### src/rtl/rfr_pkg.sv
package rfr_pkg;
  typedef enum logic [1:0] {
    ENG_IDLE  = 2'd0,
    ENG_READ  = 2'd1,
    ENG_WRITE = 2'd2
  } eng_state_e;
endpackage

### src/rtl/rfr_regfile.sv
module rfr_regfile #(
  parameter int REG_AW = 4,
  parameter int ADDR_W = 32,
  parameter int LO_W   = 16,
  parameter logic [ADDR_W-1:0] RESET_VAL = 32'h2008_0000,
  parameter logic [REG_AW-1:0] AREG_OFF  = 'h0,
  parameter logic [REG_AW-1:0] STAT_OFF  = 'h4
) (
  input  logic              clk,
  input  logic              rst_n,
  input  logic              req,
  input  logic              we,
  input  logic [REG_AW-1:0] addr,
  input  logic [ADDR_W-1:0] wdata,
  input  logic              busy,
  output logic              ack,
  output logic              err,
  output logic [ADDR_W-1:0] rdata,
  output logic [ADDR_W-1:0] reg_value,
  output logic              wr_accept
);
  localparam int HI_W = ADDR_W - LO_W;
  localparam logic [HI_W-1:0] HI_FIXED = RESET_VAL[ADDR_W-1:LO_W];
  localparam logic [LO_W-1:0] LO_INIT  = RESET_VAL[LO_W-1:0];

  // full register image from the writable low half
  function automatic logic [ADDR_W-1:0] compose(input logic [LO_W-1:0] lo);
    return {HI_FIXED, lo};
  endfunction

  function automatic logic [ADDR_W-1:0] status_word(input logic flag);
    return {{(ADDR_W-1){1'b0}}, flag};
  endfunction

  logic [LO_W-1:0] lo_q;
  logic            hit_areg, hit_stat, wr_reject;
  logic            unused_hi;

  assign hit_areg  = (addr == AREG_OFF);
  assign hit_stat  = (addr == STAT_OFF);
  assign wr_accept = req && we && hit_areg && !busy;
  assign wr_reject = req && we && hit_areg && busy;
  assign reg_value = compose(lo_q);
  assign unused_hi = ^wdata[ADDR_W-1:LO_W];

  always_ff @(posedge clk or negedge rst_n) begin
    if (!rst_n) begin
      lo_q  <= LO_INIT;
      ack   <= 1'b0;
      err   <= 1'b0;
      rdata <= '0;
    end else begin
      ack <= req;
      err <= wr_reject;
      if (wr_accept) lo_q <= wdata[LO_W-1:0];
      if (req && !we) begin
        if (hit_areg)      rdata <= compose(lo_q);
        else if (hit_stat) rdata <= status_word(busy);
        else               rdata <= '0;
      end else begin
        rdata <= '0;
      end
    end
  end
endmodule

### src/rtl/rfr_engine.sv
module rfr_engine
  import rfr_pkg::*;
#(
  parameter int MEM_AW = 29,
  parameter int MEM_DW = 64
) (
  input  logic              clk,
  input  logic              rst_n,
  input  logic              start,
  input  logic [MEM_AW-1:0] word_idx,
  output logic [MEM_AW-1:0] mem_addr,
  output logic              mem_rd_req,
  input  logic              mem_rd_valid,
  input  logic [MEM_DW-1:0] mem_rd_data,
  output logic              mem_wr_req,
  output logic [MEM_DW-1:0] mem_wdata,
  input  logic              mem_wr_ack,
  output logic              mem_lock,
  output logic              busy,
  output logic              rd_done,
  output logic              wr_done
);
  eng_state_e      st_q;
  logic [MEM_DW-1:0] data_q;

  assign rd_done    = (st_q == ENG_READ)  && mem_rd_valid;
  assign wr_done    = (st_q == ENG_WRITE) && mem_wr_ack;
  assign mem_rd_req = (st_q == ENG_READ);
  assign mem_wr_req = (st_q == ENG_WRITE);
  assign busy       = (st_q != ENG_IDLE);
  assign mem_lock   = busy;
  assign mem_addr   = word_idx;
  assign mem_wdata  = data_q;

  always_ff @(posedge clk or negedge rst_n) begin
    if (!rst_n) begin
      st_q   <= ENG_IDLE;
      data_q <= '0;
    end else begin
      unique case (st_q)
        ENG_IDLE:  if (start) st_q <= ENG_READ;
        ENG_READ:  if (rd_done) begin
                     data_q <= mem_rd_data;
                     st_q   <= ENG_WRITE;
                   end
        ENG_WRITE: if (wr_done) st_q <= ENG_IDLE;
        default:   st_q <= ENG_IDLE;
      endcase
    end
  end
endmodule

### src/rtl/rmw_refresh_ctl.sv
module rmw_refresh_ctl #(
  parameter int REG_AW   = 4,
  parameter int ADDR_W   = 32,
  parameter int LO_W     = 16,
  parameter int ALIGN_W  = 3,
  parameter int MEM_DW   = 64,
  parameter logic [ADDR_W-1:0] RESET_VAL = 32'h2008_0000,
  localparam int MEM_AW  = ADDR_W - ALIGN_W
) (
  input  logic              clk,
  input  logic              rst_n,
  input  logic              reg_req,
  input  logic              reg_we,
  input  logic [REG_AW-1:0] reg_addr,
  input  logic [ADDR_W-1:0] reg_wdata,
  output logic              reg_ack,
  output logic              reg_err,
  output logic [ADDR_W-1:0] reg_rdata,
  output logic [MEM_AW-1:0] mem_addr,
  output logic              mem_lock,
  output logic              mem_rd_req,
  input  logic              mem_rd_valid,
  input  logic [MEM_DW-1:0] mem_rd_data,
  output logic              mem_wr_req,
  output logic [MEM_DW-1:0] mem_wdata,
  input  logic              mem_wr_ack
);
  // 8-byte alignment: drop the don't-care low bits
  function automatic logic [MEM_AW-1:0] word_of(input logic [ADDR_W-1:0] a);
    return a[ADDR_W-1:ALIGN_W];
  endfunction

  logic [ADDR_W-1:0] reg_value;
  logic              wr_accept;
  logic              busy;
  logic              rd_done, wr_done;
  logic              unused_align;

  assign unused_align = ^reg_value[ALIGN_W-1:0];

  rfr_regfile #(
    .REG_AW(REG_AW), .ADDR_W(ADDR_W), .LO_W(LO_W), .RESET_VAL(RESET_VAL)
  ) u_regs (
    .clk(clk), .rst_n(rst_n),
    .req(reg_req), .we(reg_we), .addr(reg_addr), .wdata(reg_wdata),
    .busy(busy),
    .ack(reg_ack), .err(reg_err), .rdata(reg_rdata),
    .reg_value(reg_value), .wr_accept(wr_accept)
  );

  rfr_engine #(.MEM_AW(MEM_AW), .MEM_DW(MEM_DW)) u_eng (
    .clk(clk), .rst_n(rst_n),
    .start(wr_accept), .word_idx(word_of(reg_value)),
    .mem_addr(mem_addr),
    .mem_rd_req(mem_rd_req), .mem_rd_valid(mem_rd_valid), .mem_rd_data(mem_rd_data),
    .mem_wr_req(mem_wr_req), .mem_wdata(mem_wdata), .mem_wr_ack(mem_wr_ack),
    .mem_lock(mem_lock), .busy(busy),
    .rd_done(rd_done), .wr_done(wr_done)
  );
endmodule

### config.mk
export PLATFORM = sky130hd
export DESIGN_NAME = rmw_refresh_ctl
export DESIGN_NICKNAME = d
export VERILOG_FILES = /design/src/rtl/rfr_pkg.sv /design/src/rtl/rfr_regfile.sv /design/src/rtl/rfr_engine.sv /design/src/rtl/rmw_refresh_ctl.sv
export SDC_FILE = /design/constraint.sdc
export NUM_CORES = 1
export LEC_CHECK = 0
export ABC_AREA = 1
export BUFFER_PORTS_ARGS = -buffer_cell sky130_fd_sc_hd__buf_2
export CAP_MARGIN = 20
export CORE_MARGIN = 2
export CORE_UTILIZATION = 45
export CTS_CLUSTER_DIAMETER = 200
export DETAILED_ROUTE_END_ITERATION = 7
export PLACE_DENSITY = 0.81
export RECOVER_POWER = 100
export SLEW_MARGIN = 30
export SYNTH_ARGS = -nofsm -noshare
export SYNTH_HDL_FRONTEND = slang
export SYNTH_SLANG_ARGS = --single-unit
### constraint.sdc
create_clock -name clk -period 1.4 [get_ports clk]
set_input_delay 0.21 -clock clk [delete_from_list [all_inputs] [get_ports clk]]
set_output_delay 0.21 -clock clk [all_outputs]
set_load 0.03 [all_outputs]
==> results.yml <==
floorplanning:
  die_w_um: 102
  coreArea_sq_um: 9280
  die-area_sq_um: 10400
  floorplan.initialDensity_pct: 46.5
  ios: 236
  placementRows: 35
  dieHeight_um: 102
timing:
  final_max_slew_viol_count: 0
  finalCriticalPeriod_ns: 1.35
  post-route-period-util_pct: 96.2
  clock_skew_ns: 0.0128
  worst_slew_pin_slew_ns: 0.595
  rsz0062_at_grt: "yes"
  slew_headroom_pct: 60.3
  setup_ws_ns: 0.0531
  setup_viol: 0
  fmax_ghz: 0.742
  hold_viol: 0
route:
  antenna_left: 0
  drtIter0Drc: 119
  detail_route.vias_per_cell: 4.63
  via_count: 3583
  wl_per_cell_um: 13.3
  wl_um: 10300
  drt-pass1-iter-count: 4
  post-route-drc-count: 0
cts:
  numCtsBuffers: 9
  clock_latency_ns: 0.35
  htree_levels: 3
  cts.clk_slew.worst_paths_ns: 0.09
  cts-root-buf: "clkbuf_8"
  clock_sinks: 101
  cts_tree: "done"
  clock_path_buffers: 2
synthesis:
  synth_xor_area_share_pct: 0
  syn_area_sq_um: 4310
  synth_top_family_by_area: "simple AND/OR/NAND/NOR gates"
  synth-seq-area-share_pct: 58.6
  ys_ff_latch: 101
  syn_inst: 468
  synthMuxAreaShare_pct: 0
  synth_fa_ha_area_share_pct: 0
  yosysUniqueCellTypes: 21
  avgSynthCellArea_sq_um: 9.22
  synth_compound_area_share_pct: 0.290
  ys_warn_count: 0
  yosys.area_share.simple_pct: 27.4
power_and_ir_drop:
  ir_drop_v: 0.000678
  p_leak_uw: 0.00290
  p_per_area_nw_per_um2: 1560
placement:
  post-dp-hpwl_um: 7370
  post_dp_cell_area_sq_um: 5170
  numPortBuffers: 189
  dpl.cell_count: 755
  gp_congestion: 0.775
  place_ws_ns: 0.0923
hold_path:
  hp-class: "primary input to register"
  whs_path_depth: 2
final_layout:
  drive_above_1_share_pct: 21.1
  area_growth_pct: 22.4
  stdcell_count: 774
  stdcell_area_sq_um: 5280
  antennaDiodeCount: 0
  layout.nets: 747
global_routing:
  grt_overflow: 0
  grt_pass1_wl_um: 15400
  antenna_found_initial: 0
  grt_usage_pct: 19.1
  grt_max_degree: 56
  grt_pass1_vias: 3410
setup_path:
  crit_start: "u_eng.st_q[1]"
  reg2reg_from: "u_eng.st_q[0]"
  critPathMaxStageDelay_ns: 0.43
  crit_slowest_cell: "dfrtp_1"
  critPathRequiredTime_ns: 1.19
  crit_end: "mem_rd_req"
  arrival_ns: 1.14
  r2r_cells: 5
  path_buf_inv: 3
  critPathCaptureType: "output port"
  r2r-end: "u_regs.lo_q[10]"
  cp_top_family: "flip-flops"
  ff2ff_setup_slack_ns: 0.10
  path_class: "register to output port"
  cp_num_cells: 4
  worstSetupStartpointType: "register"
  cp_max_fo: 5
  path_cells: "inv_2 > nand2_4 > clkinv_4 > buf_6"
run:
  cap_violations: 0
outcome:
  outcome: "finished clean"
==> placed cells by master, fill, tap and decap left out, drive strengths merged <==
cell type	instances
buf	107
bufinv	1
clkbuf	104
clkinv	2
clkinvlp	2
conb	30
dfrtp	101
dlygate4sd3	2
inv	22
nand2	166
nand3	81
nand4	2
nor2	22
nor3	1
o21ai	1
o31ai	1
==> how the worst min path moves through the flow <==
stage	start	to	slack, ns
after floorplan	rst_n	u_eng.mem_wdata[0]	-0.09
after global placement	rst_n	u_eng.mem_wdata[28]	0.03
after detailed placement	rst_n	u_eng.mem_wdata[28]	0.03
after CTS	mem_wr_ack	u_eng.st_q[1]	0.02
after global routing	mem_wr_ack	u_eng.st_q[1]	0.007
final	mem_wr_ack	u_eng.st_q[1]	0.04
==> per-stage QoR <==
step	power [uW]	utilization, %	TNS [ns]	hold slack [ns]
after global placement	6510	55.6	0	0.0296
final	8220	56.9	0	0.0382
after global routing	8700	56.9	-0.0220	0.00658
after CTS	8440	58.2	-0.0185	0.0167
after detailed placement	6600	55.6	0	0.0316
after floorplan	5780	-	0	-0.0856
==> cell families (layout without fill, tap and decap cells) <==
| kind of cell | count (synthesis) | count (layout) |
|---|---|---|
| DFF | 101 | 101 |
| other | 2 | 30 |
| and+or+nand+nor | 272 | 272 |
| AOI/OAI and AO/OA | 2 | 2 |
| buffers and inverters | 91 | 240 |
==> layout make-up <==
cell class | instances | area [sq um]
Clock inverter | 5 | 58.8
Tap cell | 129 | 161
Sequential cell | 101 | 2530
Clock buffer | 10 | 138
Multi-Input combinational cell | 304 | 1310
Inverter | 22 | 87.6
Fill cell | 866 | 4000
Timing Repair Buffer | 203 | 995
==> sequential cells by signal, indices dropped and copies added (netlist names) <==
register and cells:
u_eng.mem_wdata 64, u_eng.st_q 2, u_regs.ack 1, u_regs.err 1
u_regs.lo_q 16, u_regs.rdata 17
==> repair_timing <==
item                                   in CTS  in global routing
buffers inserted                            1                  1
endpoints found under the hold margin     102                  0
gates resized for setup                     5                  9
pin swaps                                   1                  2
gates cloned                                0                  0
hold buffers                                2                  0
setup endpoints to repair                   2                 13
==> routing by layer <==
metal | wire length [um] | part of all wire, % | up-vias | GRT usage [%]
met5 | 0 | 0 | - | 0
met4 | 139 | 1.4 | 0 | 6.26
met3 | 898 | 8.7 | 12 | 6.22
met2 | 5100 | 50 | 155 | 34.4
met1 | 4150 | 40 | 1689 | 21.3
li1 | - | - | 1727 | -
==> worst register-to-register path, stage by stage, from the launching register on <==
cell     delay [ns]
dfrtp_2        0.46
nor2_4         0.12
buf_4          0.17
nand4_4        0.23
nand2_1        0.15
nand2_1        0.06
==> power by group <==
part	internal, uW	leakage (uW)	switching, uW	total, uW
logic	580	0.00148	1990	2570
clock network	870	0.0000948	956	1830
registers	3490	0.00133	332	3820
==> cell usage after synthesis <==
master | count | area share [%]
buf_4 | 48 | 8.4
nand3_2 | 1 | 0.23
dfrtp_1 | 101 | 59
o21ai_0 | 1 | 0.12
nor2_4 | 4 | 1.0
buf_2 | 6 | 0.70
nor3_1 | 1 | 0.12
conb_1 | 2 | 0.17
o31ai_1 | 1 | 0.17
buf_6 | 7 | 1.8
nand2_1 | 165 | 14
nand4_1 | 1 | 0.15
nand2_2 | 1 | 0.15
inv_1 | 21 | 1.8
nand3_1 | 80 | 9.3
clkbuf_1 | 6 | 0.52
nand4_4 | 1 | 0.49
clkbuf_4 | 1 | 0.17
buf_1 | 1 | 0.087
inv_2 | 1 | 0.087
nor2_1 | 18 | 1.6
(Power assumes the default switching activity.)
